### src/rtl/adc_core_pwr.sv
module adc_core_pwr #(
   parameter int DLY_W = 8
) (
   input  logic             clk,
   input  logic             rst_n,
   input  logic             pd_bit,
   input  logic             pwr_on,
   input  logic [DLY_W-1:0] pu_delay,
   output logic             ready,
   output logic             abort
);
   localparam int CW = DLY_W + 1;

   logic [DLY_W-1:0] cnt_q;
   logic             ready_q;
   logic             pd_q;
   logic [CW-1:0]    cnt_next;
   logic             reached;

   assign cnt_next = {1'b0, cnt_q} + CW'(1);
   assign reached  = (cnt_next >= {1'b0, pu_delay});

   always_ff @(posedge clk or negedge rst_n) begin
      if (!rst_n) begin
         cnt_q   <= '0;
         ready_q <= 1'b0;
         pd_q    <= 1'b0;
      end else begin
         pd_q <= pd_bit;
         if (!pwr_on) begin
            cnt_q   <= '0;
            ready_q <= 1'b0;
         end else if (!ready_q) begin
            if (reached) ready_q <= 1'b1;
            else         cnt_q   <= cnt_next[DLY_W-1:0];
         end
      end
   end

   assign ready = ready_q;
   assign abort = pd_bit & ~pd_q;
endmodule

### src/rtl/adc_scan_gate.sv
module adc_scan_gate #(
   parameter int NUM_CORES = 3
) (
   input  logic                 clk,
   input  logic                 rst_n,
   input  logic                 req,
   input  logic [NUM_CORES-1:0] mask,
   input  logic [NUM_CORES-1:0] ready,
   output logic                 start,
   output logic                 err
);
   logic ok;
   logic start_q;
   logic err_q;

   assign ok = &(ready | ~mask);

   always_ff @(posedge clk or negedge rst_n) begin
      if (!rst_n) begin
         start_q <= 1'b0;
         err_q   <= 1'b0;
      end else begin
         start_q <= req & ok;
         if (req && !ok) err_q <= 1'b1;
      end
   end

   assign start = start_q;
   assign err   = err_q;
endmodule

### src/rtl/adc_pwr_seq.sv
module adc_pwr_seq #(
   parameter int NUM_CORES = 3,
   parameter int DLY_W     = 8,
   parameter int DATA_W    = 12
) (
   input  logic                 clk,
   input  logic                 rst_n,
   input  logic [NUM_CORES-1:0] pd_i,
   input  logic [DLY_W-1:0]     pu_delay_i,
   input  logic                 psm_set_i,
   input  logic                 psm_clr_i,
   output logic                 psm_o,
   input  logic                 start_req_i,
   input  logic [NUM_CORES-1:0] start_mask_i,
   output logic                 scan_start_o,
   output logic                 start_err_o,
   output logic [NUM_CORES-1:0] core_ready_o,
   output logic [NUM_CORES-1:0] abort_o,
   output logic                 ref_off_o,
   input  logic [DATA_W-1:0]    conv_data_i,
   output logic [DATA_W-1:0]    conv_data_o
);
   initial begin
      assert (NUM_CORES >= 1 && NUM_CORES <= 8)
         else $error("NUM_CORES out of range");
      assert (DLY_W >= 4 && DLY_W <= 16)
         else $error("DLY_W out of range");
      assert (DATA_W >= 1) else $error("DATA_W must be positive");
   end

   logic psm_q;
   logic any_pd;

   assign any_pd = |pd_i;

   // Manual power-down always wins over the power-savings flag.
   always_ff @(posedge clk or negedge rst_n) begin
      if (!rst_n)         psm_q <= 1'b0;
      else if (any_pd)    psm_q <= 1'b0;
      else if (psm_clr_i) psm_q <= 1'b0;
      else if (psm_set_i) psm_q <= 1'b1;
   end
   assign psm_o = psm_q;

   for (genvar g = 0; g < NUM_CORES; g++) begin : g_core
      adc_core_pwr #(.DLY_W(DLY_W)) u_core (
         .clk      (clk),
         .rst_n    (rst_n),
         .pd_bit   (pd_i[g]),
         .pwr_on   (~pd_i[g] & ~psm_q),
         .pu_delay (pu_delay_i),
         .ready    (core_ready_o[g]),
         .abort    (abort_o[g])
      );
   end

   adc_scan_gate #(.NUM_CORES(NUM_CORES)) u_gate (
      .clk   (clk),
      .rst_n (rst_n),
      .req   (start_req_i),
      .mask  (start_mask_i),
      .ready (core_ready_o),
      .start (scan_start_o),
      .err   (start_err_o)
   );

   assign ref_off_o   = &pd_i;
   assign conv_data_o = ref_off_o ? '0 : conv_data_i;
endmodule

### config.mk
export PLATFORM = sky130hd
export DESIGN_NAME = adc_pwr_seq
export DESIGN_NICKNAME = d
export VERILOG_FILES = /design/src/rtl/adc_core_pwr.sv /design/src/rtl/adc_scan_gate.sv /design/src/rtl/adc_pwr_seq.sv
export SDC_FILE = /design/constraint.sdc
export NUM_CORES = 1
export LEC_CHECK = 0
export BUFFER_PORTS_ARGS = -buffer_cell sky130_fd_sc_hd__buf_2
export CAP_MARGIN = 20
export CORE_UTILIZATION = 45
export DETAILED_ROUTE_END_ITERATION = 16
export PLACE_DENSITY = 0.68
export SYNTH_ARGS = -nofsm -noshare
export SYNTH_HDL_FRONTEND = slang
export SYNTH_SLANG_ARGS = --single-unit
### constraint.sdc
create_clock -name clk -period 3.5 [get_ports clk]
set_clock_uncertainty 0.1 [all_clocks]
set_input_delay 0.525 -clock clk [delete_from_list [all_inputs] [get_ports clk]]
set_output_delay 0.525 -clock clk [all_outputs]
set_load 0.01 [all_outputs]
Yosys cells after proc, flatten, opt, wreduce, memory -nomap -nowiden:

Index checks and enable logic that the tools add are counted.

* add/sub/neg operators: 3
* $lt $le $gt $ge: 3
* equality and inequality tests: 6
* muxes and demuxes: 22
* bitwise logic cells: 16
* reduce and logical (&&, ||, !) cells: 9

Operator list (number)
* $mux 8: 9
* $add 8x1->9 const B: 3
* $ge 9x8->1: 3
* $mux 1: 12
* $mux 12: 1
* $ne 2x2->1 const B: 6
* $and 1x1->1: 7
* $not 1->1: 7
* $reduce_and 2->1: 3
* $reduce_and 3->1: 2
* $not 3->3: 1
* $or 3x3->3: 1
* $reduce_bool 3->1: 1
* $reduce_or 3->1: 1
* $logic_and 1x1->1: 1
* $logic_not 1->1: 1

* bits in registers: 33
* output and inout bits: 22
* logic and storage cells: 71

Longest topological paths before layout:

Gate-level depths: netlist (run 1).

* word-level depth: 5
* depth in mapped cells: 11
* depth with buffers taken out: 10

Hierarchy:

A second synthesis (run 1) with hierarchy kept.

* cell total of the unflattened synthesis: 286
* area total of the unflattened synthesis: 2630.0 µm²

By module, submodules not included
* adc_core_pwr (g_core[0].u_core ...): times used 2, cells each 82, area an instance 774.5 µm²
* adc_core_pwr (g_core[1].u_core): times used 1, cells each 90, area an instance 807.0 µm²
* adc_pwr_seq: times used 1, cells each 21, area an instance 176.4 µm²
* adc_scan_gate: times used 1, cells each 11, area an instance 97.6 µm²

Least setup slack after synthesis (run 1):

No wires, ideal clock.

* path kind: register -> register
* start: reg g_core[1].u_core.cnt_q[0]
* end: reg g_core[1].u_core.cnt_q[6]
* arrival time: 2.489 ns
* data required time: 3.322 ns
* slack: 0.834 ns
* cell stages (with the launch flop): 12
* path buffers: 1
* clock period less this slack: 2.666 ns
* cells stage by stage: dfrtp_1 > ha_1 > nand2_1 > or2_1 > xnor2_1 > ha_1 > o21ai_0 > nor2_1 > and4_1 > buf_2 > or4_1 > a21oi_1

* word-level cells in the longest chain between the ends: 4
* elaborated cells on any way between the ends: 7
* those cells by class: add/sub (1); order compare (1); eq/ne (1); mux (3); reduce/logical (1)

Ends and longest elaborated chain
* start: declaration: line adc_core_pwr.sv:14 `logic [DLY_W-1:0] cnt_q;`
* start signal: assignment: line adc_core_pwr.sv:35 `else cnt_q <= cnt_next[DLY_W-1:0];`
* $add 8x1->9 (*): line adc_core_pwr.sv:20 `assign cnt_next = {1'b0, cnt_q} + CW'(1);`
* $ge 9x8->1 / $mux 8 (equally long branches): line adc_core_pwr.sv:21, adc_core_pwr.sv:34
* $ne 2x2->1 (no line) / $mux 8 (equally long branches)
* $reduce_and 2->1 (no line) / $mux 8 (equally long branches)

Mark *: on every way between the ends. The rest lies on a longest branch, timed or not. The select of a mux whose other input is x is not followed.
A chain may end at the register's enable or synchronous reset.

Worst setup path after layout (run 1):

* start: reg g_core[0].u_core.cnt_q[0]
* end: reg g_core[0].u_core.cnt_q[1]

* word-level cells in the longest chain between the ends: 4
* elaborated cells on any way between the ends: 7
* those cells by class: add/sub (1); order compare (1); eq/ne (1); mux (3); reduce/logical (1)

Ends and longest elaborated chain (line)
* start: declaration: adc_core_pwr.sv:14
* start signal: assignment: adc_core_pwr.sv:35
* $add 8x1->9 (*): adc_core_pwr.sv:20
* $ge 9x8->1 / $mux 8 (equally long branches): adc_core_pwr.sv:21, adc_core_pwr.sv:34
* $ne 2x2->1 (no line) / $mux 8 (equally long branches)
* $reduce_and 2->1 (no line) / $mux 8 (equally long branches)

Marks and branches as above.

==> results of run 1 <==
==> worst max-delay path, stage by stage, from the launching register on <==
cell and delay (ns):
dfrtp_1 0.43, ha_1 0.23, and3_1 0.26, nand3_1 0.14, xnor2_1 0.15, ha_1 0.29
a21o_1 0.17, a211oi_1 0.39, nand2_1 0.23, a21oi_1 0.35, mux2i_1 0.24
==> through the flow <==
stage,total power [mW],util,instances,setup slack [ns]
after floorplan,0.534,-,288,0.834
after detailed placement,0.597,0.515,398,0.488
after CTS,0.921,0.534,406,0.469
final,0.911,0.534,406,0.435
after global routing,0.961,0.534,406,0.222
after global placement,0.593,0.515,398,0.555
==> Yosys cell counts, types with 7 or more instances <==
cell      count  area [sq um]
ha_1         27           338
or3_1        10          62.6
and2_1       13          81.3
nand3_1      16          80.1
inv_1        13          48.8
a21oi_1      21           105
xnor2_1      11          96.3
o21ai_0       9          45.0
mux2i_1       8          80.1
a211oi_1      7          52.6
nor2_1       14          52.6
nand2_1      24          90.1
dfrtp_1      33           826
xor2_1        7          61.3
==> path summary, 6_finish.rpt <==
check	start	end	slack [ns]	depth (start not counted)
worst max-delay path	g_core[0].u_core.cnt_q[0]	g_core[0].u_core.cnt_q[1]	0.43	10
worst min-delay path	rst_n	g_core[0].u_core.cnt_q[1]	0.20	1
worst max register to register	g_core[0].u_core.cnt_q[0]	g_core[0].u_core.cnt_q[1]	0.43	10
worst min register to register	u_gate.err	u_gate.err	0.36	1
max in group asynchronous	rst_n	g_core[1].u_core.cnt_q[7]	2.63	1
min in group clk	pd_i[1]	g_core[1].u_core.pd_q	0.32	1
==> metal layers <==
| metal | track usage | vias up | share of wire |
|---|---|---|---|
| li1 | - | 1139 | - |
| met1 | 0.268 | 1093 | 0.47 |
| met2 | 0.345 | 49 | 0.48 |
| met3 | 0.0376 | 7 | 0.040 |
| met4 | 0.0755 | 0 | 0.013 |
| met5 | 0 | - | 0 |
==> where the power goes <==
| group | total (mW) | internal (mW) | switching, mW |
|---|---|---|---|
| logic | 0.175 | 0.0739 | 0.101 |
| clock network | 0.322 | 0.178 | 0.144 |
| registers | 0.415 | 0.396 | 0.0191 |
| total | 0.911 | 0.648 | 0.264 |
==> cell families after synthesis <==
group / Yosys count
and+or+nand+nor: 109
AOI/OAI and AO/OA: 66
DFF: 33
buffers and inverters: 27
adders and majority gates: 27
xor gates and xnor gates: 18
muxes: 8
==> final cells by class <==
type,instances,area (sq um)
Fill cell,510,2570
Multi-Input combinational cell,228,1610
Sequential cell,33,826
Timing Repair Buffer,52,260
Clock buffer,7,96.3
Tap cell,72,90.1
Inverter,13,48.8
Clock inverter,1,5.00
==> registers in the layout, summed over array words and instances (netlist names) <==
name,count
g_core.u_core.pd_q,3
g_core.u_core.ready,3
g_core.u_core.cnt_q,24
u_gate.err,1
u_gate.start,1
psm_o,1
==> results.json, run 1 <==
{
  "ys_seq_elements": 33,
  "final_cell_mix": "buf_2, dfrtp_1, ha_1",
  "drtAntennaViolNets": 0,
  "antenna_found_initial": 0,
  "io_buffers": 52,
  "rsz0062_at_grt": "false",
  "power.leakage_nw": 1.50,
  "critPathKind": "flop to flop",
  "period_needed_ns": 3.07,
  "grt_max_degree": 34,
  "synth-simple-area-share": 0.231,
  "required_ns": 3.61,
  "cp_max_fo": 6,
  "ir_drop_mv": 0.216,
  "syn_to_final_growth_pct": 14.3,
  "final_nets": 391,
  "routed_wl_um": 5810,
  "post-cts-setup-buffers": 0,
  "synthXorXnorAreaFrac": 0.0613,
  "place_hpwl_um": 4410,
  "avgSynthCellArea_sq_um": 8.92,
  "stdcell_area_sq_um": 2940,
  "fmax_mhz": 326,
  "cts.repair.resized": 0,
  "slew_violations": 0,
  "dieArea_sq_um": 6020,
  "cellPowerDensity_nw_per_um2": 310,
  "async_reset_ff_frac": 1.00,
  "final_common_cell": "buf_2",
  "clock-sinks": 33,
  "drc": 0,
  "htree_levels": 2,
  "status": "complete, no violations",
  "syn-cell-area_sq_um": 2570,
  "clk_pin_slew_ns": 0.07,
  "die_w_um": 77.6,
  "syn_nets": 346,
  "ctsHoldBuffers": 0,
  "end_kind": "flop",
  "die_h_um": 77.6,
  "worstHoldPathType": "primary input to asynchronous set/reset pin",
  "synth_cells": 288,
  "synth_edf_count": 0,
  "grt_pass1_vias": 2117,
  "layout-drive-gt1-share": 0.207,
  "clock_latency_ns": 0.29,
  "synth_top_family_by_area": "simple AND/OR/NAND/NOR gates",
  "drt-wirelength-per-cell_um": 14.3,
  "core.rowCount": 27,
  "grt.overflow.total": 0,
  "yosysSeqAreaShare": 0.321,
  "synthAdderAreaFrac": 0.131,
  "fin_hold_ws_ns": 0.195,
  "cts_tree": "yes",
  "crit_arrival_ns": 3.18,
  "dr.pass1.iters": 4,
  "synthDistinctLibCells": 47,
  "fin_setup_tns_ns": 0,
  "finalSetupViolCount": 0,
  "period_share": 0.876,
  "yosys-mux-area-fraction": 0.0312,
  "drt-initial-drc-count": 165,
  "core-area_sq_um": 5510,
  "synth_compound_area_frac": 0.172,
  "synth_ff_type": "dfrtp_1",
  "cts-buffers-inserted": 5,
  "cts-root-buf": "clkbuf_8",
  "grt_use_total": 0.208,
  "initial_core_util": 0.467,
  "yosys_warnings": 0,
  "clk_path_buf_depth": 2,
  "antenna_cells": 0,
  "hold_viol": 0,
  "postPlaceCellArea_sq_um": 2840,
  "num_io_pins": 53,
  "grt_pass1_wl_um": 9800,
  "tightest_slew_ns": 0.744,
  "gp_congestion": 0.955,
  "drv_cap": 0,
  "vias": 2288,
  "start_kind": "flop",
  "via_per_inst": 5.64,
  "slew_headroom": 0.504
}
No activity file was read; power rests on OpenSTA's default activity.
==> run 2, diff against run 1 <==
Settings changed: CORE_ASPECT_RATIO set to 0.6, PLACE_DENSITY 0.68 to 0.7.
Clock period 3.5 ns to 2.65 ns, I/O delays scaled along.
==> results.json, run 2 (synthesis results as in run 1) <==
{
  "status": "finished with violations",
  "failed_checks": "setup timing",
  "postPlaceCellArea_sq_um": 3150,
  "r2r_setup_slack_ns": -0.02,
  "slowest_delay_ns": 0.45,
  "rsz0062_at_grt": "true",
  "crit_family": "compound AO/OA/AOI/OAI gates",
  "initial_core_util": 0.487,
  "cp-endpoint": "g_core[2].u_core.cnt_q[3]",
  "slew_violations": 0,
  "finalSetupViolCount": 1,
  "top_register": "g_core.u_core.cnt_q",
  "via_per_inst": 5.66,
  "place_hpwl_um": 5200,
  "gp_congestion": 0.882,
  "dieArea_sq_um": 6030,
  "cp_max_fo": 5,
  "clock-sinks": 33,
  "cp_cell_sequence": "ha_4, buf_4, xor2_1, ha_1, a21oi_1, nor2_1, o311a_4, or4_1, a21oi_1",
  "dp_cells": 443,
  "antenna_found_initial": 0,
  "final_cell_mix": "buf_2, buf_4, dfrtp_1",
  "worstHoldPathType": "primary input to asynchronous set/reset pin",
  "slowest_stage": "dfrtp_2",
  "dr.pass1.iters": 4,
  "cellPowerDensity_nw_per_um2": 404,
  "post-place-ws_ns": -0.138,
  "crit_arrival_ns": 2.79,
  "drc": 0,
  "clk_pin_slew_ns": 0.08,
  "slew_headroom": 0.486,
  "fmax_mhz": 374,
  "period_needed_ns": 2.67,
  "largest_reg_flops": 24,
  "rr_worst_depth": 9,
  "die_h_um": 60.5,
  "p_total_mw": 1.45,
  "grt.overflow.total": 0,
  "core-area_sq_um": 5280,
  "stdcell_area_sq_um": 3590,
  "io_buffers": 52,
  "cpMostUsedCell": "a21oi_1",
  "hold_viol": 0,
  "drt-wirelength-per-cell_um": 16.9,
  "final_common_cell": "buf_2",
  "drt-initial-drc-count": 140,
  "ir_drop_mv": 0.229,
  "path_depth": 9,
  "required_ns": 2.76,
  "power.leakage_nw": 1.79,
  "die_w_um": 99.6,
  "period_share": 1.01,
  "critPathKind": "flop to flop",
  "clock_latency_ns": 0.30,
  "num_io_pins": 53,
  "setup_slack_ns": -0.0222,
  "grt_pass1_vias": 2327,
  "cts-root-buf": "clkbuf_8",
  "startpoint": "g_core[2].u_core.cnt_q[0]",
  "drtAntennaViolNets": 0,
  "htree_levels": 2,
  "syn_to_final_growth_pct": 39.9,
  "final_nets": 437,
  "finalNonFillerCells": 457,
  "end_kind": "flop",
  "tightest_slew_ns": 0.771,
  "grt_use_total": 0.240,
  "drv_cap": 0,
  "r2r-end": "g_core[2].u_core.cnt_q[3]",
  "antenna_cells": 0,
  "cts-buffers-inserted": 5,
  "start_kind": "flop",
  "vias": 2587,
  "grt_max_degree": 34,
  "clk_path_buf_depth": 2,
  "grt_pass1_wl_um": 11000,
  "cp.buffers_inverters": 1,
  "ctsHoldBuffers": 0,
  "n_fill_cell": 411,
  "core.rowCount": 20,
  "routed_wl_um": 7740,
  "cts_tree": "yes",
  "layout-drive-gt1-share": 0.434,
  "regToRegStartpoint": "g_core[2].u_core.cnt_q[0]"
}
[run 2: power by group]
| part | switching, mW | internal (mW) | total [mW] |
|---|---|---|---|
| Combinational | 0.177 | 0.141 | 0.319 |
| Sequential | 0.0236 | 0.524 | 0.547 |
| Clock | 0.212 | 0.374 | 0.586 |
[run 2: timing repair]
| action | CTS | global route |
|---|---|---|
| pin swaps | 1 | 20 |
| setup buffers | 2 | 2 |
| resized for setup | 11 | 47 |
| endpoints found under the setup margin | 16 | 25 |
| cloned | 0 | 2 |
[run 2: stage by stage]
stage | util | TNS [ns] | hold slack (ns)
finish | 0.681 | -0.0222 | 0.0650
global route | 0.681 | -0.766 | 0.141
floorplan | - | 0 | 0.00191
CTS | 0.632 | -0.00270 | 0.105
global placement | 0.596 | -0.271 | 0.333
detailed placement | 0.596 | -0.834 | 0.344
[run 2: worst min path at each step]
stage	start	end	cells after the start	slack [ns]
after floorplan	rst_n	g_core[0].u_core.cnt_q[0]	0	0.002
after global placement	u_gate.err	u_gate.err	1	0.33
after detailed placement	u_gate.err	u_gate.err	1	0.34
after CTS	rst_n	g_core[2].u_core.cnt_q[4]	1	0.11
after global routing	rst_n	g_core[2].u_core.cnt_q[4]	1	0.14
final	rst_n	g_core[2].u_core.cnt_q[4]	1	0.06
[run 2: layout make-up]
class	instances	area, sq um	share of cell area
timing repair buffer	96	591	0.164
multi-input combinational	230	1900	0.527
sequential	33	830	0.231
inverter	13	48.8	0.0136
tap	77	96.3	0.0268
clock inverter	3	65.1	0.0181
clock buffer	5	68.8	0.0191
[run 2: metal layers]
metal | GRT usage | wire length (um) | up-vias
met3 | 0.0438 | 452 | 11
met1 | 0.350 | 3740 | 1248
met2 | 0.374 | 3450 | 87
met4 | 0.0588 | 94 | 0
met5 | 0 | 0 | -
li1 | - | - | 1241
==> run 3, diff against run 2 <==
Settings changed: BUFFER_PORTS_ARGS -buffer_cell sky130_fd_sc_hd__buf_2 to not set, DONT_BUFFER_PORTS set to 1, PLACE_DENSITY 0.7 to 0.62.
==> results.json, run 3 (synthesis results as in run 1) <==
{
  "hold_viol": 0,
  "drt-initial-drc-count": 102,
  "grt_pass1_wl_um": 9730,
  "largest_reg_flops": 24,
  "syn_to_final_growth_pct": 26.3,
  "drt-wirelength-per-cell_um": 16.2,
  "fin_util": 0.615,
  "antenna_found_initial": 0,
  "end_kind": "flop",
  "final_cell_mix": "buf_4, dfrtp_1, ha_1",
  "grt_max_degree": 34,
  "cellPowerDensity_nw_per_um2": 369,
  "clock_latency_ns": 0.29,
  "drv_cap": 0,
  "worstHoldStart": "pd_i[1]",
  "final_nets": 386,
  "htree_levels": 2,
  "startpoint": "g_core[2].u_core.cnt_q[1]",
  "cts-buffers-inserted": 5,
  "grt.overflow.total": 0,
  "routed_wl_um": 6580,
  "use_met2": 0.295,
  "via_per_inst": 5.53,
  "r2r-end": "g_core[2].u_core.cnt_q[3]",
  "worstHoldPathType": "primary input to flop",
  "io_buffers": 0,
  "grt_use_met3": 0.0438,
  "cts_tree": "yes",
  "cts-root-buf": "clkbuf_8",
  "status": "complete, no violations",
  "finalSetupViolCount": 0,
  "use_met1": 0.332,
  "clk_pin_slew_ns": 0.07,
  "r2r_setup_slack_ns": 0.06,
  "drc": 0,
  "grt_pass1_vias": 1986,
  "cp_max_fo": 8,
  "dieArea_sq_um": 6030,
  "p_total_mw": 1.20,
  "layout-drive-gt1-share": 0.292,
  "clock-sinks": 33,
  "required_ns": 2.77,
  "drtAntennaViolNets": 0,
  "critPathKind": "flop to flop",
  "dr.pass1.iters": 4,
  "initial_core_util": 0.487,
  "postPlaceCellArea_sq_um": 2850,
  "ir_drop_mv": 0.234,
  "grt-busiest-layer": "met1",
  "clk_path_buf_depth": 2,
  "slowest_stage": "or4_4",
  "fmax_mhz": 386,
  "top_register": "g_core.u_core.cnt_q",
  "grt_use_total": 0.213,
  "n_fill_cell": 451,
  "crit_arrival_ns": 2.71,
  "place_hpwl_um": 4830,
  "start_kind": "flop",
  "period_share": 0.978,
  "fin_setup_tns_ns": 0,
  "antenna_cells": 0,
  "fin_hold_ws_ns": 0.0309,
  "vias": 2244,
  "core.rowCount": 20,
  "rsz0062_at_grt": "true",
  "gp_congestion": 0.866,
  "stdcell_area_sq_um": 3250,
  "hold_depth": 0,
  "num_io_pins": 53,
  "regToRegStartpoint": "g_core[2].u_core.cnt_q[1]",
  "tightest_slew_ns": 0.634,
  "cp_cell_sequence": "ha_4, nand3_2, xnor2_1, ha_1, a211oi_2, nand2_1, o311a_4, or4_4, a21oi_2",
  "slew_violations": 0,
  "slew_headroom": 0.575,
  "period_needed_ns": 2.59,
  "hold-path-endpoint": "g_core[1].u_core.pd_q",
  "die_w_um": 99.6,
  "rr_worst_depth": 9,
  "power.leakage_nw": 1.54,
  "core-area_sq_um": 5280,
  "die_h_um": 60.5,
  "slowest_delay_ns": 0.43,
  "final_common_cell": "buf_4"
}
[run 3: changes by cell type in the layout (fill, tap and decap cells not counted), sizes merged]
cell	delta
buf	-51
bufinv	-2
a31o	+1
and4	-1
clkbuf	+1
clkinv	+1
dlygate4sd3	+1
o311a	-1
[run 3: power breakdown]
group / switching, mW / internal, mW / leakage, nW / total [mW]
logic: 0.153 / 0.124 / 1.05 / 0.277
registers: 0.0224 / 0.523 / 0.440 / 0.545
clock network: 0.195 / 0.182 / 0.0450 / 0.377
total: 0.370 / 0.829 / 1.54 / 1.20
[run 3: critical path, delay by kind of cell (launching register included)]
family                     cells  cell delay [ns]
adders and majority gates      2             0.52
and+or+nand+nor                3             0.63
xor gates and xnor gates       1             0.14
AOI/OAI and AO/OA              3             0.73
DFF                            1             0.41
[run 3: repair_timing]
action	4_1_cts	5_1_grt
setup endpoints to repair	10	24
hold buffers	2	0
resized for setup	3	44
gates cloned	0	1
buffers inserted	0	9
endpoints found under the hold margin	33	0
pin swaps	0	24
[run 3: final cells by class]
cell class / instances / area [sq um] / area share
clock buffers: 6 / 72.6 / 0.0224
clock inverters: 2 / 10.0 / 0.00308
inverters: 13 / 48.8 / 0.0150
multi-input cells: 229 / 1820 / 0.561
flip-flops and latches: 33 / 827 / 0.255
well taps: 77 / 96.3 / 0.0297
repair buffers: 46 / 372 / 0.114
[run 3: metal layers]
layer / up-vias / wire length (um)
met1: 1051 / 3490
met3: 6 / 356
met5: - / 0
met2: 58 / 2700
li1: 1129 / -
met4: 0 / 38
[run 3: worst max path at each step]
| stage | slack [ns] | end | depth (start not counted) |
|---|---|---|---|
| final | 0.06 | g_core[2].u_core.cnt_q[3] | 9 |
| after global routing | -0.06 | g_core[0].u_core.cnt_q[1] | 11 |
| after CTS | 0.003 | g_core[0].u_core.cnt_q[1] | 11 |
| after detailed placement | -0.07 | g_core[0].u_core.cnt_q[1] | 11 |
| after global placement | -0.04 | g_core[0].u_core.cnt_q[1] | 11 |
| after floorplan | 0.008 | g_core[1].u_core.cnt_q[6] | 11 |
[run 3: per-stage QoR]
step           worst slack, ns  std cells
5_1_grt                -0.0572        406
4_1_cts                0.00326        396
3_3_place_gp           -0.0378        386
6_report                0.0573        406
2_1_floorplan          0.00769        288
3_5_place_dp           -0.0736        386
